`config.mk`:
```
export PLATFORM = sky130hd
export DESIGN_NAME = swallow_divider
export DESIGN_NICKNAME = d
export VERILOG_FILES = /design/src/rtl/swallow_pkg.sv /design/src/rtl/swallow_cfg_gate.sv /design/src/rtl/swallow_prescaler.sv /design/src/rtl/swallow_counters.sv /design/src/rtl/swallow_divider.sv
export SDC_FILE = /design/constraint.sdc
export NUM_CORES = 1
export LEC_CHECK = 0
export CORE_ASPECT_RATIO = 1.25
export CORE_MARGIN = 2
export CORE_UTILIZATION = 37
export DETAILED_ROUTE_END_ITERATION = 10
export GPL_TIMING_DRIVEN = 0
export PLACE_DENSITY_LB_ADDON = 0.08
export SETUP_SLACK_MARGIN = 0.5
export SYNTH_ARGS = -nofsm -noshare
export SYNTH_HDL_FRONTEND = slang
export SYNTH_HIERARCHICAL = 1
export SYNTH_SLANG_ARGS = --single-unit
```
`constraint.sdc`:
```
create_clock -name clk_i -period 7.56 [get_ports clk_i]
set_input_delay 1.512 -clock clk_i [delete_from_list [all_inputs] [get_ports clk_i]]
set_output_delay 1.512 -clock clk_i [all_outputs]
set_load 0.01 [all_outputs]
```
`src/rtl/swallow_pkg.sv`:
```
package swallow_pkg;
  localparam int unsigned N_W   = 11;
  localparam int unsigned A_W   = 7;
  localparam int unsigned N_MIN = 3;
  localparam int unsigned N_MAX = 2047;
  localparam int unsigned P_LO  = 8;
  localparam int unsigned P_HI  = 16;
  localparam int unsigned N_DEF = 3;
  localparam int unsigned A_DEF = 0;

  typedef struct packed {
    logic [N_W-1:0] n;
    logic [A_W-1:0] a;
    logic           p16;
  } div_cfg_t;
endpackage

```
`src/rtl/swallow_cfg_gate.sv`:
```
module swallow_cfg_gate
  import swallow_pkg::*;
(
  input  logic     clk_i,
  input  logic     rst_ni,
  input  div_cfg_t cfg_i,
  input  logic     load_i,
  output logic     valid_o,
  output div_cfg_t next_o,
  output div_cfg_t act_o
);
  logic n_lo_ok, n_hi_ok, a_ok;

  assign n_lo_ok = (cfg_i.n >= N_W'(N_MIN));
  assign a_ok    = ({{(N_W-A_W){1'b0}}, cfg_i.a} < cfg_i.n);

  generate
    if (N_MAX < (2**N_W) - 1) begin : g_upper
      assign n_hi_ok = (cfg_i.n <= N_W'(N_MAX));
    end else begin : g_full
      assign n_hi_ok = 1'b1;
    end
  endgenerate

  assign valid_o = n_lo_ok & n_hi_ok & a_ok;
  assign next_o  = valid_o ? cfg_i : act_o;

  always_ff @(posedge clk_i or negedge rst_ni) begin
    if (!rst_ni) begin
      act_o.n   <= N_W'(N_DEF);
      act_o.a   <= A_W'(A_DEF);
      act_o.p16 <= 1'b0;
    end else if (load_i) begin
      act_o <= next_o;
    end
  end
endmodule

```
`src/rtl/swallow_prescaler.sv`:
```
module swallow_prescaler #(
  parameter int unsigned P_LO = 8,
  parameter int unsigned P_HI = 16,
  localparam int unsigned PC_W = $clog2(P_HI + 2)
) (
  input  logic clk_i,
  input  logic rst_ni,
  input  logic p16_i,
  input  logic mod_i,
  output logic tick_o
);
  logic [PC_W-1:0] pc_q;
  logic [PC_W-1:0] base;
  logic [PC_W-1:0] top_val;

  assign base    = p16_i ? PC_W'(P_HI) : PC_W'(P_LO);
  // last count of this prescaler period: P-1 or P
  assign top_val = mod_i ? base : base - PC_W'(1);
  assign tick_o  = (pc_q == top_val);

  always_ff @(posedge clk_i or negedge rst_ni) begin
    if (!rst_ni)     pc_q <= '0;
    else if (tick_o) pc_q <= '0;
    else             pc_q <= pc_q + PC_W'(1);
  end
endmodule

```
`src/rtl/swallow_counters.sv`:
```
module swallow_counters #(
  parameter int unsigned N_W   = 11,
  parameter int unsigned A_W   = 7,
  parameter int unsigned N_DEF = 3,
  parameter int unsigned A_DEF = 0
) (
  input  logic           clk_i,
  input  logic           rst_ni,
  input  logic           tick_i,
  input  logic [N_W-1:0] n_load_i,
  input  logic [A_W-1:0] a_load_i,
  output logic           last_o,
  output logic           mod_o
);
  logic [N_W-1:0] n_cnt_q;
  logic [A_W-1:0] a_cnt_q;

  assign last_o = (n_cnt_q == N_W'(1));
  assign mod_o  = (a_cnt_q != '0);

  always_ff @(posedge clk_i or negedge rst_ni) begin
    if (!rst_ni) begin
      n_cnt_q <= N_W'(N_DEF);
      a_cnt_q <= A_W'(A_DEF);
    end else if (tick_i) begin
      if (last_o) begin
        n_cnt_q <= n_load_i;
        a_cnt_q <= a_load_i;
      end else begin
        n_cnt_q <= n_cnt_q - N_W'(1);
        if (mod_o) a_cnt_q <= a_cnt_q - A_W'(1);
      end
    end
  end
endmodule

```
`src/rtl/swallow_divider.sv`:
```
module swallow_divider
  import swallow_pkg::*;
(
  input  logic           clk_i,
  input  logic           rst_ni,
  input  logic [N_W-1:0] n_cfg_i,
  input  logic [A_W-1:0] a_cfg_i,
  input  logic           p16_sel_i,
  output logic           mod_o,
  output logic           pulse_o,
  output logic           cfg_err_o
);
  div_cfg_t cfg_in, cfg_next, cfg_act;
  logic     cfg_ok, tick_w, last_w, load_w, mod_w;
  logic     pulse_q, err_q;

  assign cfg_in.n   = n_cfg_i;
  assign cfg_in.a   = a_cfg_i;
  assign cfg_in.p16 = p16_sel_i;
  assign load_w     = tick_w & last_w;

  swallow_cfg_gate u_gate (
    .clk_i  (clk_i),
    .rst_ni (rst_ni),
    .cfg_i  (cfg_in),
    .load_i (load_w),
    .valid_o(cfg_ok),
    .next_o (cfg_next),
    .act_o  (cfg_act)
  );

  swallow_prescaler #(.P_LO(P_LO), .P_HI(P_HI)) u_presc (
    .clk_i (clk_i),
    .rst_ni(rst_ni),
    .p16_i (cfg_act.p16),
    .mod_i (mod_w),
    .tick_o(tick_w)
  );

  swallow_counters #(.N_W(N_W), .A_W(A_W), .N_DEF(N_DEF), .A_DEF(A_DEF)) u_cnt (
    .clk_i   (clk_i),
    .rst_ni  (rst_ni),
    .tick_i  (tick_w),
    .n_load_i(cfg_next.n),
    .a_load_i(cfg_next.a),
    .last_o  (last_w),
    .mod_o   (mod_w)
  );

  always_ff @(posedge clk_i or negedge rst_ni) begin
    if (!rst_ni) begin
      pulse_q <= 1'b0;
      err_q   <= 1'b0;
    end else begin
      pulse_q <= load_w;
      err_q   <= ~cfg_ok;
    end
  end

  assign mod_o     = mod_w;
  assign pulse_o   = pulse_q;
  assign cfg_err_o = err_q;
endmodule

```
# Word level (Yosys, flattened, before mapping)
# Cells that the tools add are included.
[word_totals] reg_bits=44 latch_bits=0 ramBits=0 mem_bits_ro=0 in_bits=21 word_cells=30 n_memories=0
[op_classes] n_addsub=4 multipliers=0 div_mod_pow=0 magnitude_cmp=2 n_eq_ne=2 shifts=0 mux=7 bitwise=3 n_reduce_logical=4
[op_table] op="two-way mux 19 bit" n=1
[op_table] op="two-way mux 5 bit" n=3
[op_table] op="two-way mux 7 bit" n=2
[op_table] op="equality test 11 x 1 -> 1 bit (second input constant)" n=1
[op_table] op=">= comparator 11 x 2 -> 1 bit (second input constant)" n=1
[op_table] op="less-than comparator 7 x 11 -> 1 bit" n=1
[op_table] op="two-way mux 11 bit" n=1
[op_table] op="subtractor 11 x 1 -> 11 bit (second input constant)" n=1
[op_table] op="nonzero test 7 bit" n=1
[op_table] op="subtractor 7 x 1 -> 7 bit (second input constant)" n=1
[op_table] op="adder 5 x 1 -> 5 bit (second input constant)" n=1
[op_table] op="equality test 5 bit" n=1
[op_table] op="subtractor 5 x 1 -> 5 bit (second input constant)" n=1
[op_table] op="AND reduction 2 bit" n=2
[op_table] op="bitwise AND 1 bit" n=2
[op_table] op="nonzero test 2 bit" n=1
[op_table] op="inverter 1 bit" n=1

# Logic depth before layout (Yosys ltp)
# Gate-level depths: netlist of run 1.
[logic_depth] word_depth=6 mapped_depth=11 depth_no_buf=11

# Hierarchy
# Netlist of run 1, hierarchy kept.
[modules_own_cells] mod="swallow_counters" n_inst=1 cells_per_inst=138 area_each_um2=1214.9 seq_area_each_um2=452.9
[modules_own_cells] mod="swallow_cfg_gate" n_inst=1 cells_per_inst=86 area_each_um2=1147.4 seq_area_each_um2=478.0
[modules_own_cells] mod="swallow_prescaler" n_inst=1 cells_per_inst=30 area_each_um2=317.8 seq_area_each_um2=125.1
[modules_own_cells] mod="swallow_divider" n_inst=1 cells_per_inst=4 area_each_um2=60.1 seq_area_each_um2=50.0

# Worst setup path after synthesis of run 1
# Ideal clock, no wire load.
[synth_timing] path_kind="input to register" start="in n_cfg_i[5]" end="reg u_cnt.a_cnt_q[5]" setup_time_ns=0.124 arrival_ns=3.283 t_required_ns=7.436 slack_ns=4.153 cell_stages=10 path_buffers=0 path_cell_list="inv_1 -> ha_1 -> a21oi_1 -> nand2_1 -> a221oi_4 -> nor2_2 -> inv_2 -> mux2_2 -> and3_1 -> a211o_1"
[synth_rtl] item="from (decl)" line_no="swallow_divider.sv:6" source="input logic [N_W-1:0] n_cfg_i,"
[synth_rtl] item="to (signal assigned)" line_no="swallow_counters.sv:24" source="a_cnt_q <= A_W'(A_DEF);"
[synth_rtl] item="to (signal assigned)" line_no="swallow_counters.sv:28" source="a_cnt_q <= a_load_i;"
[synth_rtl] item="to (signal assigned)" line_no="swallow_counters.sv:31" source="if (mod_o) a_cnt_q <= a_cnt_q - A_W'(1);"
[synth_rtl] item="to (decl)" line_no="swallow_counters.sv:16" source="logic [A_W-1:0] a_cnt_q;"

==> impl_metrics.toml, run 1 <==
[outcome]
outcome = "complete, no violations"

[timing]
min_period_over_period_pct = 51.3
slew-limit-headroom_pct = 63.3
finalCriticalPeriod_ns = 3.88
rsz0062_at_grt = "false"
fin_skew_ns = 0.00774
worstMarginPinSlew_ns = 0.550
fmax_mhz = 258
setup_viol_count_final = 0
hold_viol = 0
final-max-slew-violation-count = 0
fin_tns_setup_ns = 0

[cts]
htreeDepth = 2
cts.path.max_buffers = 2
cts_setup_buffers = 0
worstSkewPairLatency_ns = 0.30
cts_made_buffers = 5
cts_resized = 0
path_clk_slew_ns = 0.09
clockRootBuffer = "clkbuf_8"
cts_tree = "yes"
cts_sinks = 44
cts_hold_repair.buffers = 0

[floorplanning]
start_util_pct = 37.5
die_w_um = 80.8
num_rows = 35
fp.dieH_um = 100
core_sq_mm = 0.00727
dieArea_sq_mm = 0.00808
io_pins = 24

[synthesis]
syn-num-nets = 290
avgSynthCellArea_sq_um = 10.6
syn_inst = 257
yosysWarnings = 6
netlist_area_sq_mm = 0.00273

[layout]
multi_input_area_sq_mm = 0.00149
final_common_cell = "dfrtp_1"
seqCellArea_sq_mm = 0.00111
final_util_pct = 44.1
final_cell_mix = "dfrtp_1 (40), mux2_2 (23), clkdlybuf4s50_1 (22), inv_1 (19), o21ai_0 (16)"
nFillCells = 734
design.final.nets = 321
diodes = 0
drive_above_1_share_pct = 21.8
syn2layout_area_growth_pct = 17.4

[placement]
gp_congestion = 0.831
port_buffers = 23
hpwl_mm = 4.85

[setup_path]
crit_type = "in2reg"
crit_fanout = 7
arrival_ns = 4.04
end_kind = "register"
critPathRequiredTime_ns = 7.72
critPathLaunchType = "primary input"

[route]
final_antenna_net_count = 0
drt-initial-drc-count = 93
vias = 2097
drt_drc_violations_left = 0
via_per_inst = 5.50
dr.pass1.iters = 4
wl_per_cell_um = 17.2
routed_wl_mm = 6.55

[power_and_ir_drop]
powerDensity_mw_per_mm2 = 145
p_leak_uw = 0.00144
peakVddDrop_uv = 82.7

[global_route]
antenna_found_initial = 0
grt_pass1_wl_mm = 10.9
grt_usage_pct = 17.7
gr-total-overflow = 0
grt_pass1_vias = 2111
grt_max_degree = 26

[hold_path]
hp-class = "reg2reg"

[job]
drv_cap = 0
[worst paths after layout]
| check | startpoint | slack [ns] | cells past startpoint | endpoint |
|---|---|---|---|---|
| max reg2reg | u_cnt/a_cnt_q[0] | 3.92 | 11 | u_cnt/n_cnt_q[9] |
| min | u_gate/act_o[13] | 0.51 | 1 | u_gate/act_o[13] |
| min reg2reg | u_gate/act_o[13] | 0.51 | 1 | u_gate/act_o[13] |
| max | n_cfg_i[2] | 3.68 | 12 | u_cnt/a_cnt_q[3] |
| max in group asynchronous | rst_ni | 5.80 | 2 | u_cnt/n_cnt_q[1] |
| min in group asynchronous | rst_ni | 1.17 | 1 | cfg_err_o |
[per-stage QoR]
step / power (uW) / instances / cell area (sq um) / setup WS (ns) / hold slack, ns
floorplan: 257 / 257 / 2730 / 4.17 / 0.467
global placement: 281 / 372 / 3070 / 3.36 / 0.481
detailed placement: 282 / 373 / 3090 / 3.34 / 0.482
CTS: 473 / 381 / 3200 / 3.67 / 0.513
global route: 486 / 381 / 3200 / 3.49 / 0.523
finish: 464 / 381 / 3200 / 3.68 / 0.510
[critical path, stage by stage]
cell and delay, ns:
clkdlybuf4s50_1 0.53, inv_1 0.07, ha_1 0.29, a21oi_1 0.14
o21ai_0 0.16, a221oi_4 0.34, nor2_2 0.11, inv_2 0.15
mux2_2 0.38, nand4_1 0.10, o32a_1 0.16, o221ai_1 0.10
[state kept, by name, indices dropped and copies added (netlist names)]
register / flops
u_presc/pc_q: 5
u_cnt/n_cnt_q: 11
u_cnt/a_cnt_q: 7
pulse_o: 1
u_gate/act_o: 19
cfg_err_o: 1
[area by class of cell]
class / instances / area share (%)
multi-input combinational: 184 / 46.5
tap: 92 / 3.59
sequential: 44 / 34.5
timing repair buffer: 24 / 7.65
clock buffer: 5 / 2.15
buffer: 7 / 1.48
inverter: 22 / 2.62
clock inverter: 3 / 1.44
[report_power, final]
group	leakage, uW	internal (uW)	switching, uW
Combinational	0.000853	20.3	19.4
Clock	0.0000548	99.7	87.6
Sequential	0.000534	236	0.771
[metal layers]
metal  global-route usage, %  vias to the layer above  wire [um]
met4                    4.95                        0         83
met1                    22.7                     1032       2900
met3                    2.25                        7        150
li1                        -                     1023          -
met5                       0                        -          0
met2                    31.0                       35       3420
(Power assumes the default switching activity.)
==> inputs of run 2 (changes only) <==
==> constraint.sdc (replaced) <==
create_clock -name clk_i -period 4 [get_ports clk_i]
set_input_delay 0.8 -clock clk_i [delete_from_list [all_inputs] [get_ports clk_i]]
set_output_delay 0.8 -clock clk_i [all_outputs]
set_load 0.01 [all_outputs]
==> impl_metrics.toml, run 2 (synthesis results as in run 1) <==
[timing]
fin_skew_ns = 0.00925
fmax_mhz = 304
final-max-slew-violation-count = 0
worstMarginPinSlew_ns = 0.543
finalCriticalPeriod_ns = 3.29
rsz0062_at_grt = "false"
hold_viol = 0
setup_viol_count_final = 0
slew-limit-headroom_pct = 63.8
min_period_over_period_pct = 82.3
fin_tns_setup_ns = 0

[cts]
clockRootBuffer = "clkbuf_8"
worstSkewPairLatency_ns = 0.30
htreeDepth = 2
cts_hold_repair.buffers = 0
cts_made_buffers = 5
cts_sinks = 44
cts.path.max_buffers = 2
path_clk_slew_ns = 0.09
cts_tree = "yes"

[layout]
final_cell_mix = "dfrtp_1 (40), mux2_2 (23), clkdlybuf4s50_1 (22), inv_1 (19), o21ai_0 (16)"
multi_input_area_sq_mm = 0.00151
drive_above_1_share_pct = 23.8
design.final.nets = 322
seqCellArea_sq_mm = 0.00111
reg_top3 = "u_gate/act_o (19), u_cnt/n_cnt_q (11), u_cnt/a_cnt_q (7)"
nFillCells = 732
syn2layout_area_growth_pct = 18.5
layoutNonFillerInstCount = 382
largest_register_ffs = 19
diodes = 0
regMostFlops = "u_gate/act_o"
final_common_cell = "dfrtp_1"
final_util_pct = 44.5

[route]
drt-initial-drc-count = 108
routed_wl_mm = 6.63
wl_per_cell_um = 17.4
via_per_inst = 5.52
vias = 2109
dr.pass1.iters = 4
final_antenna_net_count = 0
drt_drc_violations_left = 0

[setup_path]
crit_fanout = 10
arrival_ns = 3.48
critPathLaunchType = "register"
crit_path_end = "u_gate/act_o[3]"
critPathRequiredTime_ns = 4.18
r2r_end = "u_gate/act_o[3]"
reg2reg_setup_slack_ns = 0.71
cp-startpoint = "u_cnt/a_cnt_q[0]"
end_kind = "register"
reg2reg_depth = 11
reg2reg_from = "u_cnt/a_cnt_q[0]"
crit_type = "reg2reg"

[placement]
port_buffers = 23
numPlacedInstances = 373
gp_congestion = 0.831
hpwl_mm = 4.85

[global_route]
grt_max_degree = 26
gr-total-overflow = 0
antenna_found_initial = 0
grt_pass1_wl_mm = 11.0
grt_usage_pct = 17.9
grt_pass1_vias = 2110

[outcome]
outcome = "complete, no violations"

[power_and_ir_drop]
peakVddDrop_uv = 157
powerDensity_mw_per_mm2 = 271
p_leak_uw = 0.00145

[floorplanning]
io_pins = 24
num_rows = 35
start_util_pct = 37.5
core_sq_mm = 0.00727
die_w_um = 80.8
fp.dieH_um = 100
dieArea_sq_mm = 0.00808

[job]
drv_cap = 0

[hold_path]
hp-class = "in2async"
## run 2: changes by cell type in the layout (fill, tap and decap cells not counted)
cell	change
a211oi_2	-1
a211oi_4	+1
and2_1	-1
and2_2	+1
buf_4	+1
clkbuf_1	-1
clkbuf_2	+1
clkinv_1	-1
clkinvlp_4	+1
nand2_1	-1
nand2_2	+1
nor3b_1	-1
nor3b_2	+1
## run 2: cell type report
class	count	area share (%)
Multi-Input combinational cell	184	46.6
Sequential cell	44	34.2
Timing Repair Buffer	25	7.82
Tap cell	92	3.56
Inverter	22	2.71
Clock buffer	5	2.13
Buffer	7	1.51
Clock inverter	3	1.43
## run 2: timing repair
action	CTS	global route
setup buffers	0	1
gates resized for setup	3	3
pin swaps	0	1
setup endpoints to repair	15	14
## run 2: metrics by stage
stage | total power (uW) | hold slack [ns] | worst slack [ns] | cell area [sq um]
2_1_floorplan | 487 | 0.467 | 0.992 | 2730
3_3_place_gp | 531 | 0.481 | 0.363 | 3070
3_5_place_dp | 533 | 0.482 | 0.335 | 3090
4_1_cts | 894 | 0.469 | 0.558 | 3210
5_1_grt | 921 | 0.476 | 0.467 | 3230
6_report | 877 | 0.457 | 0.709 | 3230
## run 2: report_power, final
group / internal, uW / leakage (uW) / switching [uW] / total, uW
sequential: 446 / 0.000534 / 1.69 / 448
clock: 188 / 0.0000548 / 166 / 354
combinational: 38.3 / 0.000865 / 36.7 / 75.0
## run 2: critical path, cell delays in order, from the launching register on
cell and delay (ns):
dfrtp_1 0.41, inv_1 0.09, ha_1 0.18, nor3b_2 0.27, nand2_2 0.19, ha_1 0.37
xor2_1 0.22, a211oi_4 0.44, and2_2 0.34, o21ai_4 0.17, buf_8 0.19, mux2_4 0.30
## run 2: worst min-delay path by stage
stage | from | endpoint | cells past startpoint
2_1_floorplan | u_gate/act_o[15] | u_gate/act_o[15] | 1
3_3_place_gp | u_gate/act_o[1] | u_gate/act_o[1] | 1
3_5_place_dp | u_gate/act_o[15] | u_gate/act_o[15] | 1
4_1_cts | rst_ni | u_cnt/n_cnt_q[6] | 1
5_1_grt | rst_ni | cfg_err_o | 1
6_report | rst_ni | cfg_err_o | 1
## run 2: per-layer routing
| metal | up-vias | track usage (%) | share of wire [%] |
|---|---|---|---|
| met1 | 1043 | 23.2 | 45 |
| li1 | 1023 | - | - |
| met4 | 0 | 4.95 | 1.3 |
| met2 | 36 | 31.0 | 52 |
| met5 | - | 0 | 0 |
| met3 | 7 | 2.25 | 2.6 |
